### config.mk
export PLATFORM = sky130hd
export DESIGN_NAME = prio_irq_ctrl
export DESIGN_NICKNAME = d
export VERILOG_FILES = /design/src/rtl/pic_pkg.sv /design/src/rtl/pic_ext_slot.sv /design/src/rtl/pic_int_slot.sv /design/src/rtl/pic_rank.sv /design/src/rtl/prio_irq_ctrl.sv
export SDC_FILE = /design/constraint.sdc
export NUM_CORES = 1
export LEC_CHECK = 0
export BUFFER_PORTS_ARGS = -buffer_cell sky130_fd_sc_hd__buf_2
export CAP_MARGIN = 25
export CORE_ASPECT_RATIO = 1.4
export CORE_MARGIN = 2
export CORE_UTILIZATION = 45
export CTS_CLUSTER_DIAMETER = 60
export DETAILED_ROUTE_END_ITERATION = 12
export PLACE_DENSITY_LB_ADDON = 0.1
export SLEW_MARGIN = 10
export SYNTH_ARGS = -nofsm -noshare
export SYNTH_HDL_FRONTEND = slang
export SYNTH_SLANG_ARGS = --single-unit
### constraint.sdc
create_clock -name clk -period 29.6 [get_ports clk]
set_input_delay 4.44 -clock clk [delete_from_list [all_inputs] [get_ports clk]]
set_output_delay 4.44 -clock clk [all_outputs]
set_load 0.005 [all_outputs]
### src/rtl/pic_pkg.sv
package pic_pkg;

    localparam int LVL_W = 3;
    localparam int VEC_W = 8;
    localparam logic [VEC_W-1:0] AUTOVEC_BASE = 8'd24;
    localparam logic [VEC_W-1:0] VEC_RESET    = 8'h0F;
    localparam logic [LVL_W-1:0] LVL_TOP      = 3'd7;

    typedef enum logic [1:0] {
        EXT_OFF  = 2'b00,
        EXT_ON   = 2'b01,
        EXT_PORT = 2'b10,
        EXT_RSVD = 2'b11
    } ext_mode_e;

    typedef struct packed {
        ext_mode_e        mode;
        logic             vsel;
        logic             pend;
        logic [LVL_W-1:0] lvl;
    } ext_cfg_t;

    function automatic logic [VEC_W-1:0] pack_ctl(ext_cfg_t c);
        return {c.mode, c.vsel, 1'b0, c.pend, c.lvl};
    endfunction

    function automatic logic [VEC_W-1:0] auto_vec(logic [LVL_W-1:0] l);
        return AUTOVEC_BASE + VEC_W'(l);
    endfunction

endpackage

### src/rtl/pic_ext_slot.sv
module pic_ext_slot
    import pic_pkg::*;
(
    input  logic             clk,
    input  logic             rst,
    input  logic             pin_n_i,
    input  logic             wr_ctl_i,
    input  logic             wr_vec_i,
    input  logic [6:0]       ctl_data_i,
    input  logic [VEC_W-1:0] vec_data_i,
    input  logic             ack_clr_i,
    output ext_cfg_t         cfg_o,
    output logic [VEC_W-1:0] vec_o,
    output logic             req_o
);
    ext_cfg_t         cfg_q;
    logic [VEC_W-1:0] vec_q;
    logic             pin_q;
    logic             fall;
    logic             enabled;

    assign enabled = (cfg_q.mode == EXT_ON);
    assign fall    = pin_q & ~pin_n_i;

    always_ff @(posedge clk) begin
        if (rst) begin
            cfg_q <= '{mode: EXT_OFF, vsel: 1'b0, pend: 1'b0, lvl: '0};
            vec_q <= VEC_RESET;
            pin_q <= 1'b1;
        end else begin
            pin_q <= pin_n_i;
            if (wr_ctl_i) begin
                cfg_q.mode <= ext_mode_e'(ctl_data_i[6:5]);
                cfg_q.vsel <= ctl_data_i[4];
                cfg_q.pend <= ctl_data_i[3];
                cfg_q.lvl  <= ctl_data_i[2:0];
            end else if (enabled && fall) begin
                cfg_q.pend <= 1'b1;
            end else if (ack_clr_i) begin
                cfg_q.pend <= 1'b0;
            end
            if (wr_vec_i) vec_q <= vec_data_i;
        end
    end

    assign cfg_o = cfg_q;
    assign vec_o = vec_q;
    assign req_o = enabled && cfg_q.pend && (cfg_q.lvl != '0);

    p_edge_latch_r2: assert property (@(posedge clk) disable iff (rst)
        (!wr_ctl_i && enabled && fall) |=> cfg_q.pend);

    p_sw_pend_r3: assert property (@(posedge clk) disable iff (rst)
        wr_ctl_i |=> (cfg_q.pend == $past(ctl_data_i[3])));

    p_ack_clears_r8: assert property (@(posedge clk) disable iff (rst)
        (ack_clr_i && !wr_ctl_i && !(enabled && fall)) |=> !cfg_q.pend);

    p_lvl0_quiet_r4: assert property (@(posedge clk) disable iff (rst)
        (cfg_q.lvl == '0) |-> !req_o);

endmodule

### src/rtl/pic_int_slot.sv
module pic_int_slot
    import pic_pkg::*;
(
    input  logic             clk,
    input  logic             rst,
    input  logic             req_i,
    input  logic             wr_i,
    input  logic [LVL_W:0]   wdata_i,
    output logic [LVL_W-1:0] lvl_o,
    output logic             vsel_o,
    output logic             req_o
);
    logic [LVL_W-1:0] lvl_q;
    logic             vsel_q;

    always_ff @(posedge clk) begin
        if (rst) begin
            lvl_q  <= '0;
            vsel_q <= 1'b0;
        end else if (wr_i) begin
            lvl_q  <= wdata_i[LVL_W-1:0];
            vsel_q <= wdata_i[LVL_W];
        end
    end

    assign lvl_o  = lvl_q;
    assign vsel_o = vsel_q;
    assign req_o  = req_i && (lvl_q != '0);

    p_int_lvl0_r4: assert property (@(posedge clk) disable iff (rst)
        (lvl_q == '0) |-> !req_o);

endmodule

### src/rtl/pic_rank.sv
module pic_rank
    import pic_pkg::*;
#(
    parameter  int N  = 15,
    localparam int IW = $clog2(N)
) (
    input  logic [N-1:0]       req_i,
    input  logic [N*LVL_W-1:0] lvl_i,
    output logic               found_o,
    output logic [IW-1:0]      idx_o,
    output logic [LVL_W-1:0]   lvl_o
);
    // Ascending scan with >= lets the highest index win ties.
    always_comb begin
        found_o = 1'b0;
        idx_o   = '0;
        lvl_o   = '0;
        for (int s = 0; s < N; s++) begin
            if (req_i[s] && (lvl_i[s*LVL_W +: LVL_W] >= lvl_o)) begin
                found_o = 1'b1;
                idx_o   = IW'(s);
                lvl_o   = lvl_i[s*LVL_W +: LVL_W];
            end
        end
    end

endmodule

### src/rtl/prio_irq_ctrl.sv
module prio_irq_ctrl
    import pic_pkg::*;
#(
    parameter  int N_EXT  = 8,
    parameter  int N_INT  = 7,
    localparam int ADDR_W = $clog2(2*N_EXT + N_INT)
) (
    input  logic                   clk,
    input  logic                   rst,
    input  logic [N_EXT-1:0]       ext_pin_n_i,
    input  logic [N_INT-1:0]       int_req_i,
    input  logic [N_INT*VEC_W-1:0] int_vec_i,
    input  logic                   cfg_we_i,
    input  logic [ADDR_W-1:0]      cfg_addr_i,
    input  logic [VEC_W-1:0]       cfg_wdata_i,
    output logic [VEC_W-1:0]       cfg_rdata_o,
    input  logic                   mask_we_i,
    input  logic [LVL_W-1:0]       mask_wdata_i,
    input  logic                   nest_mode_i,
    input  logic                   ack_i,
    input  logic [LVL_W-1:0]       ack_level_i,
    output logic                   irq_valid_o,
    output logic [LVL_W-1:0]       irq_level_o,
    output logic [LVL_W-1:0]       cpu_level_o,
    output logic                   ack_done_o,
    output logic                   ack_auto_o,
    output logic [VEC_W-1:0]       ack_vec_o,
    output logic [N_INT-1:0]       int_ack_o
);
    localparam int N_SRC = N_EXT + N_INT;
    localparam int IDX_W = $clog2(N_SRC);

    // Unified source numbering: internal j -> j, external i -> N_INT+i.
    logic [N_SRC-1:0]       src_req;
    logic [N_SRC*LVL_W-1:0] src_lvl;
    logic [N_SRC-1:0]       src_auto;
    logic [N_SRC*VEC_W-1:0] src_vec;
    logic [N_SRC-1:0]       match_req;

    ext_cfg_t         ext_cfg [N_EXT];
    logic [VEC_W-1:0] ext_vec [N_EXT];
    logic [LVL_W-1:0] int_lvl [N_INT];
    logic             int_vsel[N_INT];

    logic             best_found, ack_found;
    logic [IDX_W-1:0] best_idx, ack_idx;
    logic [LVL_W-1:0] best_lvl, ack_lvl_unused;

    logic [LVL_W-1:0] mask_q;
    logic             ack_done_q, ack_auto_q;
    logic [VEC_W-1:0] ack_vec_q;
    logic [N_INT-1:0] int_ack_q, int_ack_d;

    genvar gi;
    generate
        for (gi = 0; gi < N_EXT; gi++) begin : g_ext
            logic ack_clr;
            assign ack_clr = ack_i && ack_found && (ack_idx == IDX_W'(N_INT + gi));
            pic_ext_slot u_slot (
                .clk        (clk),
                .rst        (rst),
                .pin_n_i    (ext_pin_n_i[gi]),
                .wr_ctl_i   (cfg_we_i && (cfg_addr_i == ADDR_W'(gi))),
                .wr_vec_i   (cfg_we_i && (cfg_addr_i == ADDR_W'(N_EXT + gi))),
                .ctl_data_i ({cfg_wdata_i[7:5], cfg_wdata_i[3:0]}),
                .vec_data_i (cfg_wdata_i),
                .ack_clr_i  (ack_clr),
                .cfg_o      (ext_cfg[gi]),
                .vec_o      (ext_vec[gi]),
                .req_o      (src_req[N_INT + gi])
            );
            assign src_lvl[(N_INT+gi)*LVL_W +: LVL_W] = ext_cfg[gi].lvl;
            assign src_auto[N_INT + gi]               = ~ext_cfg[gi].vsel;
            assign src_vec[(N_INT+gi)*VEC_W +: VEC_W] = ext_vec[gi];
        end

        for (gi = 0; gi < N_INT; gi++) begin : g_int
            pic_int_slot u_slot (
                .clk     (clk),
                .rst     (rst),
                .req_i   (int_req_i[gi]),
                .wr_i    (cfg_we_i && (cfg_addr_i == ADDR_W'(2*N_EXT + gi))),
                .wdata_i (cfg_wdata_i[LVL_W:0]),
                .lvl_o   (int_lvl[gi]),
                .vsel_o  (int_vsel[gi]),
                .req_o   (src_req[gi])
            );
            assign src_lvl[gi*LVL_W +: LVL_W] = int_lvl[gi];
            assign src_auto[gi]               = ~int_vsel[gi];
            assign src_vec[gi*VEC_W +: VEC_W] = int_vec_i[gi*VEC_W +: VEC_W];
            assign int_ack_d[gi] = ack_i && ack_found && (ack_idx == IDX_W'(gi));
        end

        for (gi = 0; gi < N_SRC; gi++) begin : g_match
            assign match_req[gi] = src_req[gi] && (src_lvl[gi*LVL_W +: LVL_W] == ack_level_i);
        end
    endgenerate

    pic_rank #(.N(N_SRC)) u_rank_irq (
        .req_i   (src_req),
        .lvl_i   (src_lvl),
        .found_o (best_found),
        .idx_o   (best_idx),
        .lvl_o   (best_lvl)
    );

    pic_rank #(.N(N_SRC)) u_rank_ack (
        .req_i   (match_req),
        .lvl_i   (src_lvl),
        .found_o (ack_found),
        .idx_o   (ack_idx),
        .lvl_o   (ack_lvl_unused)
    );

    assign irq_valid_o = best_found && (best_lvl > mask_q);
    assign irq_level_o = irq_valid_o ? best_lvl : '0;
    assign cpu_level_o = mask_q;

    always_ff @(posedge clk) begin
        if (rst) begin
            mask_q     <= LVL_TOP;
            ack_done_q <= 1'b0;
            ack_auto_q <= 1'b0;
            ack_vec_q  <= '0;
            int_ack_q  <= '0;
        end else begin
            ack_done_q <= ack_i;
            int_ack_q  <= int_ack_d;
            if (ack_i) begin
                mask_q <= nest_mode_i ? ack_level_i : LVL_TOP;
                if (!ack_found) begin
                    ack_auto_q <= 1'b1;
                    ack_vec_q  <= AUTOVEC_BASE;
                end else if (src_auto[ack_idx]) begin
                    ack_auto_q <= 1'b1;
                    ack_vec_q  <= auto_vec(ack_level_i);
                end else begin
                    ack_auto_q <= 1'b0;
                    ack_vec_q  <= src_vec[ack_idx*VEC_W +: VEC_W];
                end
            end else if (mask_we_i) begin
                mask_q <= mask_wdata_i;
            end
        end
    end

    assign ack_done_o = ack_done_q;
    assign ack_auto_o = ack_auto_q;
    assign ack_vec_o  = ack_vec_q;
    assign int_ack_o  = int_ack_q;

    always_comb begin
        cfg_rdata_o = '0;
        for (int i = 0; i < N_EXT; i++) begin
            if (cfg_addr_i == ADDR_W'(i))         cfg_rdata_o = pack_ctl(ext_cfg[i]);
            if (cfg_addr_i == ADDR_W'(N_EXT + i)) cfg_rdata_o = ext_vec[i];
        end
        for (int j = 0; j < N_INT; j++) begin
            if (cfg_addr_i == ADDR_W'(2*N_EXT + j))
                cfg_rdata_o = {{(VEC_W-LVL_W-1){1'b0}}, int_vsel[j], int_lvl[j]};
        end
    end

    p_above_mask_r6: assert property (@(posedge clk) disable iff (rst)
        irq_valid_o |-> (irq_level_o > mask_q));

    p_winner_real_r5: assert property (@(posedge clk) disable iff (rst)
        best_found |-> src_req[best_idx]);

    p_ack_answer_r7: assert property (@(posedge clk) disable iff (rst)
        ack_i |=> ack_done_o);

    p_mask_nest_r9: assert property (@(posedge clk) disable iff (rst)
        (ack_i && nest_mode_i) |=> (cpu_level_o == $past(ack_level_i)));

    p_mask_flat_r9: assert property (@(posedge clk) disable iff (rst)
        (ack_i && !nest_mode_i) |=> (cpu_level_o == LVL_TOP));

    p_one_int_ack_r8: assert property (@(posedge clk) disable iff (rst)
        $onehot0(int_ack_o));

    p_spurious_r10: assert property (@(posedge clk) disable iff (rst)
        (ack_i && !ack_found) |=> (ack_auto_o && (ack_vec_o == AUTOVEC_BASE) && (int_ack_o == '0)));

endmodule

==> results of run 1 <==
cell usage after synthesis, types with 10 or more instances:
cell type	n	area share
nand2_1	229	0.065
dfxtp_1	176	0.27
nor2_1	163	0.046
a21oi_1	139	0.053
clkbuf_1	99	0.028
o21ai_0	84	0.032
inv_1	63	0.018
mux2i_1	62	0.047
nand3_1	53	0.020
ha_1	47	0.045
nor2b_1	42	0.020
nor3_1	36	0.014
a211o_1	34	0.023
nand2b_1	33	0.016
o22ai_1	30	0.014
and2_1	27	0.013
a22oi_1	25	0.014
xnor2_1	25	0.017
and3_1	19	0.0090
mux2_2	18	0.015
a31oi_1	17	0.0081
a221oi_1	16	0.011
o221ai_1	15	0.010
xor2_1	15	0.010
o211ai_1	14	0.0080
a211oi_1	13	0.0074
or2_2	13	0.0062
a21o_1	12	0.0068
nand4_1	12	0.0057
buf_1	11	0.0031
nand3b_1	11	0.0063
a32oi_1	10	0.0066
layer usage:
layer / global-route usage / wire (um)
met5: 0 / 12
met4: 0.215 / 3530
met3: 0.0488 / 3070
met2: 0.582 / 25500
met1: 0.407 / 20800
through the flow:
| step | power, mW | utilization |
|---|---|---|
| 2_1_floorplan | 0.281 | - |
| 3_3_place_gp | 0.305 | 0.484 |
| 3_5_place_dp | 0.306 | 0.484 |
| 4_1_cts | 0.538 | 0.505 |
| 5_1_grt | 0.554 | 0.508 |
| 6_report | 0.537 | 0.508 |
worst reg2reg max path: cells and delay by family, from the launching register on:
kind	cells	cell delay [ns]
simple gates	32	6.03
flops	1	0.37
mux	7	2.56
buf+inv	3	0.52
compound gates	38	10.17
fa+ha+maj	16	4.43
state kept, by name, indices dropped and copies added, names as in the netlist:
register             cells
ack_auto_o               1
ack_done_o               1
ack_vec_o                8
cpu_level_o              3
g_ext.u_slot.cfg_o      56
g_ext.u_slot.pin_q       8
g_ext.u_slot.vec_o      64
g_int.u_slot.lvl_o      21
g_int.u_slot.vsel_o      7
int_ack_o                7
cell type report:
cell class	count	area share
antenna	1	0.000169
clock buffer	18	0.0297
clock inverter	14	0.0107
inverter	63	0.0160
multi-input combinational	1399	0.613
sequential	176	0.238
tap	380	0.0322
timing repair buffer	159	0.0597
final timing paths:
| check | depth (start not counted) | to | startpoint |
|---|---|---|---|
| setup / recovery | 95 | irq_level_o[2] | int_req_i[0] |
| hold / removal | 2 | ack_vec_o[7]$_SDFFE_PP0P_ | ack_vec_o[7]$_SDFFE_PP0P_ |
| setup reg to reg | 96 | ack_vec_o[3]$_SDFFE_PP0P_ | g_int[0].u_slot.lvl_o[2]$_SDFFE_PP0P_ |
| hold reg to reg | 2 | ack_vec_o[7]$_SDFFE_PP0P_ | ack_vec_o[7]$_SDFFE_PP0P_ |
power by group through the flow:
stage                     clock (mW)  combinational, mW  sequential, mW
after floorplan                    0             0.0347           0.247
after global placement             0             0.0570           0.248
after detailed placement           0             0.0573           0.248
after CTS                      0.237             0.0575           0.243
after global routing           0.247             0.0638           0.243
final                          0.235             0.0595           0.243
timing repair:
item                       4_1_cts  5_1_grt
setup endpoints to repair        3        4
hold buffers                     0        0
setup buffers                    0        2
pin swaps                        0        5
gates resized for setup          1       18
layout by cell type (no fill, tap or decap), types with 30 or more instances in the layout:
| cell type | count |
|---|---|
| nand2_1 | 228 |
| dfxtp_1 | 176 |
| nor2_1 | 163 |
| a21oi_1 | 138 |
| buf_2 | 126 |
| o21ai_0 | 83 |
| inv_1 | 63 |
| mux2i_1 | 62 |
| nand3_1 | 53 |
| ha_1 | 47 |
| nor2b_1 | 41 |
| nor3_1 | 35 |
| a211o_1 | 34 |
| nand2b_1 | 33 |
| buf_4 | 32 |
| o22ai_1 | 30 |
cell families after synthesis:
kind of cell / after synthesis / share of synthesized area
compound gates: 530 / 0.275
simple gates: 684 / 0.250
buf+inv: 182 / 0.0535
xor+xnor: 40 / 0.0265
mux: 91 / 0.0782
flops: 176 / 0.267
fa+ha+maj: 54 / 0.0499
==> results.ini, run 1 <==
[cts]
cts-htree-levels=4
cts_tree=built
cts_root_buffer=clkbuf_16
clkTransAtPathRegs_ns=0.07
clock_latency_ns=0.46
cts_sinks=176
clock_path_buffers=2
cts-buffers-inserted=17

[power]
p_int_mw=0.383
power.leakage_nw=5.53
powerDensity_nw_per_um2=36.3
switching_power_mw=0.154
vdd_drop_max_mv=0.0503
seqPwrFrac=0.452
swShare=0.287
clkPwrFrac=0.437
comb_power_share=0.111

[detailed_routing]
vias=14000
drc=0
routed_wl_um=52900
antenna_left=0
vias_per_cell=6.34
post_drt_wl_per_cell_um=23.9
drtPass1Iterations=5
first_iter_violations=1253

[placed_design]
dpl.hpwl_um=39700
placed_cell_area_um2=14100
io_buffers=127
dp_cells=2174
place_congestion=0.971
preCtsSetupSlack_ns=-0.0401

[layout]
register_area_um2=3520
multi_input_area_um2=9060
nets=1959
syn2layout_area_growth_pct=12.0
post-route-cell-area_um2=14800
fillCellCount=2973
final_layout_size_suffix_gt1_frac=0.147
final_cells=2210

[logic_synthesis]
synth_seq_cells=176
synthesis.instances=1757
netlist_area_um2=13200
yosysSeqAreaShare=0.267
synthFlopType=dfxtp_1
synthArstFlopShare=0
synth-edff-count=0
synth_warnings=0
syn_nets=1900
synth_area_per_cell_um2=7.51
synth_cell_types=91

[sta]
layout_setup_ws_ns=1.19
fin_crit_ns=28.41
holdWs_ns=0.460
fin_skew_ns=0.0104
hold_viol=0
slew_violations=0
setup_viol=0
final.period_utilization=0.960
fin_setup_tns_ns=0
maxSlewHeadroom=0.208
worst_pin_slew_ns=1.18
fmax_ghz=0.0352

[worst_setup_path]
start_kind=input pin
slowest_delay_ns=0.73
crit_slowest_cell=or4b_2
path_buf_inv=4
worstSetupEndpointType=primary output
crit_family=compound AO/OA/AOI/OAI gates
crit_required_ns=25.16
cpMostUsedCell=ha_1
r2r_slack_ns=5.43
cp_data_arrival_time_ns=23.97
worst-path-max-fanout=6
crit_type=input pin to primary output

[run]
cap_violations=0

[global_route]
grt_max_degree=67
antenna_found_initial=1
grt_pass1_wl_um=79700
grt_overflow=0
grt_usage=0.342
grt_pass1_vias=13300

[floorplanning]
die_x_um=149
start_util=0.454
core_um2=29100
dieArea_um2=30700
die_height_um=207
rows=74
ioPinCount=128

[outcome]
status=complete, no violations

[hold_path]
hp-class=register to register

Power figures use the tool's default switching activity.
==> inputs of run 2 (changes only) <==
- ABC_AREA: default -> 1
==> run 2 against run 1 <==
Hold slack better by 0.0043 ns. Design area down 5.7%. Non-clock buffer count down 29. Critical path depth up 6. Clock skew about the same. Critical path type unchanged. Largest cell class unchanged. Via count down 2.5%.
==> results.ini, run 2 <==
[outcome]
status=complete, no violations

[logic_synthesis]
synthAdderAreaFrac=0.0465
netlist_area_um2=12700
yosysSeqAreaShare=0.278
yosysMostFrequentCell=nand2_1
synth_cell_types=57
synth-edff-count=0
synthArstFlopShare=0
synthMuxAreaShare=0
synth_seq_cells=176
synth-compound-area-share=0.232
synthTopCellsByCount=488 x nand2_1, 280 x inv_1, 192 x o21ai_0
synth_area_per_cell_um2=6.33
synthFlopType=dfxtp_1
syn_nets=2143
synth_area_leaders=dfxtp_1 28%, nand2_1 14%, inv_1 8.3%
synthSimpleGateAreaFrac=0.306
synth_top_area_frac=0.278
synthesis.instances=2000
synthXorXnorAreaFrac=0.0173
synth_top_area_cell=dfxtp_1
synth_top_family_by_area=simple AND/OR/NAND/NOR gates
synth_warnings=0

[global_route]
antenna_found_initial=0
top_usage_layer=met2
grt_use_met2=0.584
use_met3=0.0546
grtUsageMet1=0.357
grt_pass1_vias=13000
grt_max_degree=91
grt_overflow=0
grt_usage=0.316
grt_pass1_wl_um=72500

[detailed_routing]
first_iter_violations=1089
drtPass1Iterations=5
routed_wl_um=47200
drc=0
post_drt_wl_per_cell_um=19.2
antenna_left=0
vias_per_cell=5.56
vias=13700

[layout]
largest_reg_flops=64
mostFrequentLayoutCells=488 x nand2_1, 279 x inv_1, 192 x o21ai_0
layout_commonest_cell=nand2_1
diodes=0
syn2layout_area_growth_pct=10.2
nets=2220
final_layout_size_suffix_gt1_frac=0.117

[cts]
hold_buffers=0
cts_resized=0
cts_root_buffer=clkbuf_16
cts_tree=built
clkTransAtPathRegs_ns=0.07
cts-htree-levels=4
clock_path_buffers=2
post-cts-setup-buffer-count=0
cts_sinks=176
cts-buffers-inserted=17
clock_latency_ns=0.46

[sta]
final.period_utilization=0.842
slew_violations=0
setup_viol=0
hold_viol=0
maxSlewHeadroom=0.391
fin_skew_ns=0.0102
fmax_ghz=0.0401
worst_pin_slew_ns=0.914
rsz0062_at_grt=false
fin_crit_ns=24.91
fin_setup_tns_ns=0

[worst_setup_path]
worst-path-max-fanout=7
cp_data_arrival_time_ns=20.47
worstSetupEndpointType=primary output
slowest_delay_ns=0.37
crit_family=simple AND/OR/NAND/NOR gates
crit_type=input pin to primary output
cpMostUsedCell=nand2_1
path_buf_inv=5
crit_slowest_cell=o21ai_0
start_kind=input pin
crit_required_ns=25.16

[power]
total_power_mw=0.534
vdd_drop_max_mv=0.0420
powerDensity_nw_per_um2=38.3
power.leakage_nw=6.29

[run]
cap_violations=0

[hold_path]
hp-class=register to register

[floorplanning]
rows=72
dieArea_um2=29500
core_um2=27700
die_height_um=202
ioPinCount=128
start_util=0.457
die_x_um=146

[placed_design]
dpl.hpwl_um=35600
place_congestion=1.01
io_buffers=127

## run 2: changes by cell type after synthesis, sizes merged, moves of 23 or more
cell    change
a211o      -34
a21oi      +41
a22oi      -23
clkbuf     -60
inv       +229
mux2i      -63
nand2     +299
nand2b     -33
nand3      +79
nor2       -24
nor2b      -42
nor3       -25
o21ai     +123
xnor2      -24
## run 2: path summary, 6_finish.rpt
| check | startpoint | endpoint | slack [ns] | depth (start not counted) |
|---|---|---|---|---|
| setup / recovery | int_req_i[0] | irq_level_o[2] | 4.69 | 101 |
| hold / removal | ack_vec_o[5]$_SDFFE_PP0P_ | ack_vec_o[5]$_SDFFE_PP0P_ | 0.46 | 2 |
| setup reg to reg | g_int[0].u_slot.lvl_o[1]$_SDFFE_PP0P_ | g_ext[1].u_slot.cfg_o[3]$_SDFFE_PP0P_ | 11.51 | 119 |
| hold reg to reg | ack_vec_o[5]$_SDFFE_PP0P_ | ack_vec_o[5]$_SDFFE_PP0P_ | 0.46 | 2 |
## run 2: power by group
| group | switching (mW) | internal (mW) | leakage (nW) | total [mW] |
|---|---|---|---|---|
| clock | 0.102 | 0.123 | 0.262 | 0.225 |
| combinational | 0.0447 | 0.0204 | 4.60 | 0.0651 |
| sequential | 0.00329 | 0.241 | 1.43 | 0.244 |
## run 2: worst reg2reg max path: cells and delay by family (launching register included)
| family | cells | cell delay [ns] |
|---|---|---|
| adders and majority gates | 14 | 4.31 |
| buffers and inverters | 19 | 1.59 |
| and+or+nand+nor | 60 | 7.03 |
| DFF | 1 | 0.38 |
| AOI/OAI and AO/OA | 26 | 4.69 |
## run 2: cell type report
cell class                 count  area [um^2]
inverter                     299         1130
sequential                   176         3520
clock inverter                10          115
timing repair buffer         130          658
multi-input combinational   1453         7610
clock buffer                  20          437
tap                          370          463
fill                        3004        13700
## run 2: layer usage
metal | part of all wire | vias up
li1 | - | 6780
met1 | 0.39 | 6329
met2 | 0.51 | 464
met3 | 0.061 | 92
met4 | 0.038 | 0
met5 | 0 | -
## run 2: logic make-up after synthesis
logic type      count (synthesis)
flops                         176
compound gates                520
xor+xnor                       25
fa+ha+maj                      47
buf+inv                       371
simple gates                  861
## run 2: metrics by stage
step / instance area [um^2] / setup slack [ns] / util / hold WS [ns] / cells
after detailed placement: 13400 / 4.83 / 0.484 / 0.453 / 2428
after global placement: 13400 / 5.48 / 0.484 / 0.452 / 2428
after floorplan: 12700 / 7.92 / - / 0.439 / 2000
after global routing: 13900 / 3.04 / 0.504 / 0.479 / 2458
final: 13900 / 4.69 / 0.504 / 0.464 / 2458
after CTS: 13900 / 4.78 / 0.504 / 0.463 / 2458
==> inputs of run 3 (changes only) <==
- clock period: 29.6 -> 26 ns (I/O delays scaled with it)
==> run 3 against run 2 <==
Core utilization increased by 0.19 points. Final cell count about the same. Design area increased by 0.37%. Highest routed layer is now met5. Sequential power increased by 14%. Count of clock-buffer cells in the layout increased by 1. Clock power increased by 22%. Critical path type unchanged. Power increased by 17%. Via count increased by 0.66%.
==> results.ini, run 3 (same netlist as run 2, synthesis figures left out) <==
[layout]
mostFrequentLayoutCells=488 x nand2_1, 279 x inv_1, 192 x o21ai_0
diodes=0
layout_commonest_cell=nand2_1
multi_input_area_um2=7610
register_area_um2=3520
nets=2220
fillCellCount=2917
syn2layout_area_growth_pct=10.6
largest_reg_flops=64
final_layout_size_suffix_gt1_frac=0.118

[cts]
cts_root_buffer=clkbuf_16
post-cts-setup-buffer-count=0
cts-buffers-inserted=17
cts_tree=built
cts-htree-levels=4
cts_sinks=176
clock_path_buffers=2
cts_resized=0
clkTransAtPathRegs_ns=0.07
hold_buffers=0
clock_latency_ns=0.46

[worst_setup_path]
crit_family=compound AO/OA/AOI/OAI gates
cpMostUsedCell=nand2_1
worstSetupEndpointType=primary output
slowest_delay_ns=0.36
crit_required_ns=22.10
path_buf_inv=6
crit_slowest_cell=o21ai_0
worst-path-max-fanout=7
cp_data_arrival_time_ns=20.19
crit_type=input pin to primary output
start_kind=input pin

[detailed_routing]
vias_per_cell=5.59
vias=13800
antenna_left=0
post_drt_wl_per_cell_um=19.2
first_iter_violations=966
drtPass1Iterations=6
drc=0
routed_wl_um=47300

[global_route]
grt_max_degree=91
grt_usage=0.316
grt_pass1_wl_um=72400
antenna_found_initial=1
grt_overflow=0
grt_pass1_vias=13200

[sta]
worst_pin_slew_ns=0.920
setup_viol=0
slew_violations=0
fin_skew_ns=0.0119
holdWs_ns=0.466
fmax_ghz=0.0415
maxSlewHeadroom=0.387
fin_crit_ns=24.09
fin_setup_tns_ns=0
rsz0062_at_grt=false
final.period_utilization=0.926
hold_viol=0

[floorplanning]
start_util=0.457
die_x_um=146
dieArea_um2=29500
core_um2=27700
ioPinCount=128
rows=72
die_height_um=202

[placed_design]
io_buffers=127
place_congestion=1.01
dpl.hpwl_um=35600

[outcome]
status=complete, no violations

[power]
vdd_drop_max_mv=0.0478
power.leakage_nw=6.31
powerDensity_nw_per_um2=44.7

[run]
cap_violations=0

[hold_path]
hp-class=register to register

-- run 3: cell types whose count changed in the layout (fill, tap and decap cells not counted) --
cell,change
bufinv_16,+1
clkinv_2,-2
clkbuf_8,+1
inv_6,+2
-- run 3: worst paths after layout --
path                                                       startpoint                                    end  slack (ns)  depth (start not counted)
worst max-delay path                                     int_req_i[0]                         irq_level_o[2]        1.91                         99
worst min-delay path                        ack_vec_o[5]$_SDFFE_PP0P_              ack_vec_o[5]$_SDFFE_PP0P_        0.47                          2
worst max register to register  g_int[0].u_slot.lvl_o[1]$_SDFFE_PP0P_  g_ext[1].u_slot.cfg_o[3]$_SDFFE_PP0P_        7.88                        119
worst min register to register              ack_vec_o[5]$_SDFFE_PP0P_              ack_vec_o[5]$_SDFFE_PP0P_        0.47                          2
-- run 3: power breakdown --
part | internal [mW] | leakage, nW | total (mW) | switching, mW
Sequential | 0.274 | 1.43 | 0.278 | 0.00378
Combinational | 0.0233 | 4.60 | 0.0739 | 0.0506
Clock | 0.155 | 0.285 | 0.274 | 0.119
-- run 3: routing by layer --
metal	global-route usage	part of all wire	vias up
li1	-	-	6774
met1	0.351	0.38	6357
met2	0.569	0.50	480
met3	0.0506	0.058	142
met4	0.178	0.057	2
met5	0	0.00023	-
-- run 3: worst min-delay path, delay by kind of cell (launching register included) --
family           cells  cell delay [ns]
flip-flops           1             0.31
AND/OR/NAND/NOR      1             0.06
AO/OA/AOI/OAI        1             0.06
-- run 3: per-stage QoR --
step | util | cells | worst slack (ns) | instance area (um^2) | total power [mW]
CTS | 0.506 | 2460 | 2.15 | 14000 | 0.627
floorplan | - | 2000 | 5.40 | 12700 | 0.327
global placement | 0.484 | 2428 | 2.96 | 13400 | 0.355
detailed placement | 0.484 | 2428 | 2.22 | 13400 | 0.356
global route | 0.506 | 2460 | 0.281 | 14000 | 0.646
finish | 0.506 | 2460 | 1.91 | 14000 | 0.626
-- run 3: cell type report --
class | instances | share of cell area
Multi-Input combinational cell | 1453 | 0.544
Sequential cell | 176 | 0.252
Inverter | 299 | 0.0808
Timing Repair Buffer | 130 | 0.0470
Tap cell | 370 | 0.0331
Clock buffer | 21 | 0.0322
Clock inverter | 11 | 0.0109
